==> src/rtl/frac_baud_pkg.sv <==
package frac_baud_pkg;

  // Default field widths of the configuration interface
  localparam int DEF_DIV_W    = 3;
  localparam int DEF_FD_W     = 6;
  localparam int DEF_CTRL_W   = 8;
  localparam int DEF_OS_RATIO = 16;

  // Source feeding the UART receive/transmit strobes
  typedef enum logic {
    SRC_LEGACY = 1'b0,
    SRC_FRAC   = 1'b1
  } tick_src_e;

  // Receive and transmit channel indices of the output selector
  localparam int CH_RX = 0;
  localparam int CH_TX = 1;
  localparam int N_CH  = 2;

endpackage

==> src/rtl/baud_prescaler.sv <==
module baud_prescaler #(
  parameter int DIV_W = 3
) (
  input  logic             clk,
  input  logic             rst_n,
  input  logic             clr,
  input  logic [DIV_W-1:0] div,
  output logic             tick
);

  // Longest period is 2^(2^DIV_W - 1) cycles
  localparam int CNT_W = (1 << DIV_W) - 1;

  logic [CNT_W-1:0] cnt_q;
  logic [CNT_W-1:0] mask;

  // Low DIV bits of the counter set: the counter has completed 2^DIV cycles
  always_comb begin
    mask = '0;
    for (int i = 0; i < CNT_W; i++) begin
      if (i < int'(div)) mask[i] = 1'b1;
    end
  end

  assign tick = !clr && ((cnt_q & mask) == mask);

  always_ff @(posedge clk) begin
    if (!rst_n || clr) cnt_q <= '0;
    else               cnt_q <= cnt_q + 1'b1;
  end

endmodule

==> src/rtl/baud_frac_acc.sv <==
module baud_frac_acc #(
  parameter int FD_W = 6
) (
  input  logic            clk,
  input  logic            rst_n,
  input  logic            clr,
  input  logic            in_tick,
  input  logic [FD_W-1:0] fd,
  output logic            emit,
  output logic [FD_W+1:0] acc
);

  localparam int ACC_W = FD_W + 2;
  localparam logic [ACC_W-1:0] MODULUS = ACC_W'(1 << FD_W);

  logic [ACC_W-1:0] acc_q;
  logic [ACC_W-1:0] limit;
  logic [ACC_W-1:0] sum;

  // Each input tick adds 2^FD_W; one output per (2^FD_W + fd) added
  assign limit = MODULUS + ACC_W'(fd);
  assign sum   = acc_q + MODULUS;
  assign emit  = in_tick && !clr && (sum >= limit);
  assign acc   = acc_q;

  always_ff @(posedge clk) begin
    if (!rst_n || clr) acc_q <= '0;
    else if (in_tick) acc_q <= emit ? (sum - limit) : sum;
  end

endmodule

==> src/rtl/baud_os_div.sv <==
module baud_os_div #(
  parameter int OS_RATIO = 16
) (
  input  logic clk,
  input  logic rst_n,
  input  logic clr,
  input  logic os_in,
  output logic os_q,
  output logic bit_q
);

  localparam int OS_W = $clog2(OS_RATIO);
  localparam logic [OS_W-1:0] LAST = OS_W'(OS_RATIO - 1);

  logic [OS_W-1:0] cnt_q;

  always_ff @(posedge clk) begin
    if (!rst_n || clr) begin
      cnt_q <= '0;
      os_q  <= 1'b0;
      bit_q <= 1'b0;
    end else begin
      os_q  <= os_in;
      bit_q <= os_in && (cnt_q == LAST);
      if (os_in) cnt_q <= (cnt_q == LAST) ? '0 : cnt_q + 1'b1;
    end
  end

endmodule

==> src/rtl/frac_baud_gen.sv <==
module frac_baud_gen
  import frac_baud_pkg::*;
#(
  parameter int DIV_W    = DEF_DIV_W,
  parameter int FD_W     = DEF_FD_W,
  parameter int CTRL_W   = DEF_CTRL_W,
  parameter int OS_RATIO = DEF_OS_RATIO
) (
  input  logic              clk,
  input  logic              rst_n,
  input  logic              ctrl_we,
  input  logic [CTRL_W-1:0] ctrl_wdata,
  input  logic              fd_we,
  input  logic [FD_W-1:0]   fd_wdata,
  input  logic              legacy_rx_tick,
  input  logic              legacy_tx_tick,
  output logic              os_tick,
  output logic              bit_tick,
  output logic              rx_tick,
  output logic              tx_tick
);

  localparam int EN_BIT = CTRL_W - 1;

  logic             en_q;
  logic [DIV_W-1:0] div_q;
  logic [FD_W-1:0]  fd_q;
  logic             clr_all;
  logic             pre_tick;
  logic             frac_emit;
  logic [FD_W+1:0]  acc_val;
  tick_src_e        src;
  logic [N_CH-1:0]  legacy_vec;
  logic [N_CH-1:0]  out_vec;
  logic             unused_rsvd;

  assign unused_rsvd = ^ctrl_wdata[EN_BIT-1:DIV_W];

  // Configuration registers
  always_ff @(posedge clk) begin
    if (!rst_n) begin
      en_q  <= 1'b0;
      div_q <= '0;
      fd_q  <= '0;
    end else begin
      if (ctrl_we) begin
        en_q  <= ctrl_wdata[EN_BIT];
        div_q <= ctrl_wdata[DIV_W-1:0];
      end
      if (fd_we) fd_q <= fd_wdata;
    end
  end

  // Any write restarts the chain; a disabled generator is held cleared
  assign clr_all = ctrl_we || fd_we || !en_q;

  baud_prescaler #(.DIV_W(DIV_W)) u_pre (
    .clk   (clk),
    .rst_n (rst_n),
    .clr   (clr_all),
    .div   (div_q),
    .tick  (pre_tick)
  );

  baud_frac_acc #(.FD_W(FD_W)) u_frac (
    .clk     (clk),
    .rst_n   (rst_n),
    .clr     (clr_all),
    .in_tick (pre_tick),
    .fd      (fd_q),
    .emit    (frac_emit),
    .acc     (acc_val)
  );

  baud_os_div #(.OS_RATIO(OS_RATIO)) u_os (
    .clk   (clk),
    .rst_n (rst_n),
    .clr   (clr_all),
    .os_in (frac_emit),
    .os_q  (os_tick),
    .bit_q (bit_tick)
  );

  // Output selector, one leg per UART direction
  assign src = en_q ? SRC_FRAC : SRC_LEGACY;
  assign legacy_vec[CH_RX] = legacy_rx_tick;
  assign legacy_vec[CH_TX] = legacy_tx_tick;

  for (genvar g = 0; g < N_CH; g++) begin : g_sel
    assign out_vec[g] = (src == SRC_FRAC) ? os_tick : legacy_vec[g];
  end

  assign rx_tick = out_vec[CH_RX];
  assign tx_tick = out_vec[CH_TX];

endmodule

==> config.mk <==
export PLATFORM = sky130hd
export DESIGN_NAME = frac_baud_gen
export DESIGN_NICKNAME = d
export VERILOG_FILES = /design/src/rtl/frac_baud_pkg.sv /design/src/rtl/baud_prescaler.sv /design/src/rtl/baud_frac_acc.sv /design/src/rtl/baud_os_div.sv /design/src/rtl/frac_baud_gen.sv
export SDC_FILE = /design/constraint.sdc
export NUM_CORES = 1
export LEC_CHECK = 0
export ABC_AREA = 1
export BUFFER_PORTS_ARGS = -buffer_cell sky130_fd_sc_hd__buf_2
export CAP_MARGIN = 20
export CORE_MARGIN = 1.5
export CORE_UTILIZATION = 40
export CTS_BUF_LIST = sky130_fd_sc_hd__clkbuf_4 sky130_fd_sc_hd__clkbuf_8
export DETAILED_ROUTE_END_ITERATION = 10
export MAX_ROUTING_LAYER = met4
export PLACE_DENSITY = 0.65
export SLEW_MARGIN = 40
export SYNTH_ARGS = -nofsm -noshare
export SYNTH_HDL_FRONTEND = slang
export SYNTH_SLANG_ARGS = --single-unit
==> constraint.sdc <==
create_clock -name clk -period 2.2 [get_ports clk]
set_input_delay 0.55 -clock clk [delete_from_list [all_inputs] [get_ports clk]]
set_output_delay 0.55 -clock clk [all_outputs]
set_load 0.1 [all_outputs]
== Word level (Yosys, flattened, before mapping) ==
Index checks and enable logic that the tools add are counted.

* Multiplexer cells: 12
* Reductions and logical operators: 10
* Order comparisons: 8
* Equality and inequality tests: 2
* Bitwise gates (word level): 1
* $add $sub $neg: 5

{| class="wikitable"
|+ Operators by type and width
! kind !! number
|-
| 1-bit 2-to-1 mux || 10
|-
| 3-bit less-than comparator, first input constant || 3
|-
| 7-bit by 6-bit adder with 8-bit output, first input constant || 1
|-
| 8-bit by 7-bit adder with 8-bit output, second input constant || 1
|-
| 8-bit greater-or-equal comparator || 1
|-
| 8-bit 2-to-1 mux || 1
|-
| 8-bit subtractor || 1
|-
| 7-bit by 1-bit adder with 7-bit output, second input constant || 1
|-
| 7-bit bitwise AND || 1
|-
| 7-bit == test || 1
|-
| 1-bit by 3-bit less-than comparator with 1-bit output, first input constant || 2
|-
| 2-bit by 3-bit less-than comparator with 1-bit output, first input constant || 2
|-
| 4-bit by 1-bit adder with 4-bit output, second input constant || 1
|-
| 4-bit == test, second input constant || 1
|-
| 1-bit logical AND || 4
|-
| 4-bit 2-to-1 mux || 1
|-
| 1-bit zero test || 3
|-
| 1-bit logical OR || 3
|}

* Register bits after elaboration: 31
* Bits of input ports: 20
* Output and inout port bits: 4
* Logic and storage cells: 46

== Longest topological paths before layout ==
* Depth in word-level cells: 8
* Mapped depth: 13
* Gate-level depth less buffers: 13

== Hierarchy ==
From an unflattened synthesis, not the netlist that was laid out.

* Cells, all modules: 243
* Area, all modules: 1696.6 µm²

{| class="wikitable"
|+ Modules (own cells, without submodules)
! module !! times used !! seq. area each (µm²) !! area each (µm²) !! cells an instance
|-
| baud_frac_acc || 1 || 160.2 || 716.9 || 107
|-
| baud_prescaler || 1 || 140.1 || 370.4 || 55
|-
| frac_baud_gen || 1 || 200.2 || 362.8 || 49
|-
| baud_os_div || 1 || 120.1 || 246.5 || 32
|}

== Worst setup path after synthesis ==
Ideal clock, no wire load.

* Path type: register -> output
* Start: register u_os.os_q
* End: output rx_tick
* Data required time: 1650 ps
* Buffers on the path: 0
* Arrival: 1771 ps
* Slack: -121 ps
* Cell stages (with the launch flop): 3
* Cells stage by stage: dfxtp_1 -> nand2_1 -> nand2_1

* Longest elaborated chain between the ends: 1

{| class="wikitable"
|+ RTL lines
! element !! line !! source
|-
| start, declared || baud_os_div.sv:8 || <nowiki>output logic os_q,</nowiki>
|-
| start signal, assigned || baud_os_div.sv:23 || <nowiki>os_q <= os_in;</nowiki>
|-
| 1-bit 2-to-1 mux || frac_baud_gen.sv:90 || <nowiki>assign out_vec[g] = (src == SRC_FRAC) ? os_tick : legacy_vec[g];</nowiki>
|-
| end, declared || frac_baud_gen.sv:19 || <nowiki>output logic rx_tick,</nowiki>
|}

Every way passes these cells.

== Worst setup path after layout ==
* Start: register u_frac.acc_q[0], in the netlist u_frac.acc[0]
* End: register u_frac.acc_q[5], in the netlist u_frac.acc[5]

* Longest elaborated chain between the ends: 4
* Elaborated cells between the ends (all ways): 5
* Those cells by class: 2 x add/sub; 1 x order compare; 1 x mux; 1 x reduce/logical

{| class="wikitable"
|+ RTL lines
! element !! line !! source
|-
| start, declared || baud_frac_acc.sv:16 || <nowiki>logic [ACC_W-1:0] acc_q;</nowiki>
|-
| start signal, assigned || baud_frac_acc.sv:28 || <nowiki>else if (in_tick) acc_q <= emit ? (sum - limit) : sum;</nowiki>
|-
| 8-bit by 7-bit adder with 8-bit output (*) || baud_frac_acc.sv:22 || <nowiki>assign sum = acc_q + MODULUS;</nowiki>
|-
| 8-bit greater-or-equal comparator || baud_frac_acc.sv:23 || <nowiki>assign emit = in_tick && !clr && (sum >= limit);</nowiki>
|-
| 1-bit logical AND || baud_frac_acc.sv:23 ||
|-
| 8-bit 2-to-1 mux (*) || baud_frac_acc.sv:28 ||
|}

Every way passes the cells marked *; elsewhere a longest branch is shown, timed or not.
A chain may end at the register's enable or synchronous reset.

==> reports/results.txt <==
Status - completed
Syn nets - 286
Top cell type's share of synthesized area - 0.360
Inserted Diodes - 0
Crit-path max cell delay - 310 ps
Drc violations - 0
Startpoint types - flop
Leak pwr - 0.945 nW
Worst Setup Slack post-DPL - 307 ps
Fin crit share - 0.865
First-pass GRT wire length - 5450 um
Setup Skew - 9.14 ps
Worst path arrival time - 2120 ps
Crit path max-delay family - simple AND/OR/NAND/NOR gates
RSZ-0062 raised after global routing - false
Tightest Pin Transition - 490 ps
Initial antenna violation count - 0
Post-CTS Resized - 0
Final total power - 1.23 mW
FF+latch area - 621 sq um
Slew headroom - 0.675
GPL Wtd Cong - 0.863
Gate power share - 0.122
Layout area overhead - 14.3%
Worst Path Required - 2420 ps
TritonCTS clock tree - done
Post-Synth Adder-Cell Area - 0.0770
Routed wire length - 3160 um
Worst-Skew Late Latency - 290 ps
Final max-slew violation count - 0
CTS Hold Buffers Added - 0
GRT Total Usage - 0.163
Die W - 68.6 um
Tightest Hold Check Type - flop to flop
Core Util, Final - 0.485
IO Pins - 24
Synthesized area per cell - 6.73 sq um
Worst path bufs/invs - 3
FMAX - 525 MHz
Worst VDD drop - 459 uV
IO Port Bufs - 19
Clock slew at the register clock pins of the worst setup and hold paths - 70 ps
Max-cap check violation count - 0
Post-synthesis sequential area ratio - 0.360
Post-Synth XOR/XNOR Area - 0.0254
Switching part of the total power - 0.262
Clk network pwr share - 0.407
Post-synth cell types - 26
Largest cells by area after synthesis - dfxtp_1 (36%), nand2_1 (15%), inv_1 (8.5%)
Mux contribution to synthesized area - 0
Top Usage Layer GRT - met2
Global routing usage on met1 - 0.171
Core ar. - 4060 sq um
GRT overflow - 0
DRT Pass-1 Iters - 4
Fin. Hold Viols - 0
Critical-path top delay cell - dfxtp_1
Worst setup EP type - flop
Synth Instances - 256
CTS Buffer Depth - 2
Site row count - 23
Post-route cell area - 1970 sq um
Largest area contributor in the netlist - dfxtp_1
Crit Path Max Fanout - 6
H-tree depth - 2
Met2 usage - 0.275
Sequential share of power - 0.471
Initial DRC Count - 54
Non-filler cells, final - 331
P_int - 910 uW
Vias in the first global route - 1366
Final setup fails - 0
Largest family of logic cells by synthesized area - simple AND/OR/NAND/NOR gates
Die extent in y - 68.6 um
Nets - 310
CTS Buf Count - 5
Clk root buf - clkbuf_8
Fillers - 432
DRT antenna net count - 0
Largest net degree at the start of global routing - 17
Synthesized area - 1720 sq um
Minimum clock period - 1900 ps
Post-layout worst setup margin - 297 ps
Footprint of the multi-input gates - 921 sq um
Sw power - 323 uW
FF+latch count, synth - 31
Wirelength per Cell - 9.55 um
Die Area - 4710 sq um
Compound-cell area share of the yosys netlist - 0.116
Layout cells sized above 1 - 0.135
Cell Chain, Critical Path - inv_1 > ha_1 > inv_1 > fa_1 > nand2_1 > nand2_1 > nand3_1 > nand3_2 > inv_1 > nor2_1 > nand2_1 > a21oi_1
Post-Synth Simple-Gate Area - 0.317
Crit path kind - flop to flop
CTS Sinks - 31
Total setup buffers inserted after CTS - 0
Detailed placer's ending HPWL - 2430 um
Placed Instances - 323
Initial Util - 0.424
Placed inst area - 1860 sq um
PD cells - 626 nW/um^2
Vias - 1546
Syn. warnings - 0
GRT met3 Usage - 0.0438
Via density - 4.67
==> power groups by stage <==
stage	sequential [mW]	combinational (mW)	clock, mW
after global placement	0.593	0.149	0
after detailed placement	0.593	0.151	0
after CTS	0.580	0.151	0.519
final	0.580	0.150	0.502
after floorplan	0.591	0.116	0
after global routing	0.581	0.172	0.541
==> kinds of logic after synthesis <==
logic type / after synthesis
AO/OA/AOI/OAI: 37
XOR/XNOR: 5
adder cells (fa/ha/maj): 10
buffers and inverters: 44
flip-flops: 31
AND/OR/NAND/NOR: 129
==> placed cells by master (no fill, tap or decap) <==
cell,instances
o21bai_1,1
buf_4,2
a21boi_0,3
nand2_1,69
buf_2,19
dfxtp_1,31
clkinvlp_4,1
ha_1,9
o21ai_2,1
nor2_1,39
nand4_1,2
nand2_2,2
or2_1,1
nor2_4,1
o21ai_0,13
fa_1,1
inv_2,1
nand2_4,1
inv_1,39
nor2_2,1
xor2_1,4
a21oi_1,19
nor3_1,1
nand3_1,8
xnor2_1,1
nand3b_1,2
clkbuf_8,7
nand3_2,2
==> worst reg2reg max path: stages (launching register included) <==
cell	delay [ps]
dfxtp_1	310
inv_1	50
ha_1	190
inv_1	90
fa_1	210
nand2_1	60
nand2_1	80
nand3_1	80
nand3_2	170
inv_1	60
nor2_1	280
nand2_1	130
a21oi_1	150
==> routing by layer <==
layer / vias up / share of wire
li1: 839 / -
met1: 683 / 0.48
met2: 17 / 0.46
met3: 7 / 0.031
met4: 0 / 0.023
met5: - / 0
==> path summary, 6_finish.rpt <==
path | start | endpoint | slack, ps | depth (start not counted)
max | u_frac.acc[0]$_SDFFE_PP0P_ | u_frac.acc[5]$_SDFFE_PP0P_ | 300 | 12
min | u_pre.cnt_q[6]$_SDFF_PP0_ | u_pre.cnt_q[6]$_SDFF_PP0_ | 450 | 1
min reg2reg | u_pre.cnt_q[6]$_SDFF_PP0_ | u_pre.cnt_q[6]$_SDFF_PP0_ | 450 | 1
max reg2reg | u_frac.acc[0]$_SDFFE_PP0P_ | u_frac.acc[5]$_SDFFE_PP0P_ | 300 | 12
==> registers in the layout, indices dropped and copies added (netlist names) <==
name and flops:
u_os.bit_q 1, u_os.os_q 1, u_pre.cnt_q 7, fd_q 6, div_q 3, u_os.cnt_q 4
en_q 1, u_frac.acc 8
==> cells in the mapped netlist <==
library cell  instances
ha_1                  9
dfxtp_1              31
a21oi_1              19
o21ai_0              13
nand4_1               2
clkbuf_1              2
inv_1                39
buf_6                 2
nor2_2                1
nor2_1               39
nand2_4               1
nand2_2               2
o21ai_2               1
o21bai_1              1
fa_1                  1
a21boi_0              3
inv_2                 1
nand2_1              69
xor2_1                4
nand3b_1              2
nand3_2               2
xnor2_1               1
nor2_4                1
nor3_1                1
or2_1                 1
nand3_1               8
==> area by class of cell <==
| type | count | area share |
|---|---|---|
| Clock buffer | 7 | 0.0490 |
| Clock inverter | 1 | 0.00381 |
| Inverter | 40 | 0.0763 |
| Multi-Input combinational cell | 181 | 0.468 |
| Sequential cell | 31 | 0.315 |
| Tap cell | 50 | 0.0318 |
| Timing Repair Buffer | 21 | 0.0559 |
==> metrics by stage <==
step	setup TNS (ps)	hold slack, ps
global placement	0	438
detailed placement	0	447
floorplan	-243	422
finish	0	452
global route	0	478
CTS	0	456
(Power assumes the default switching activity.)
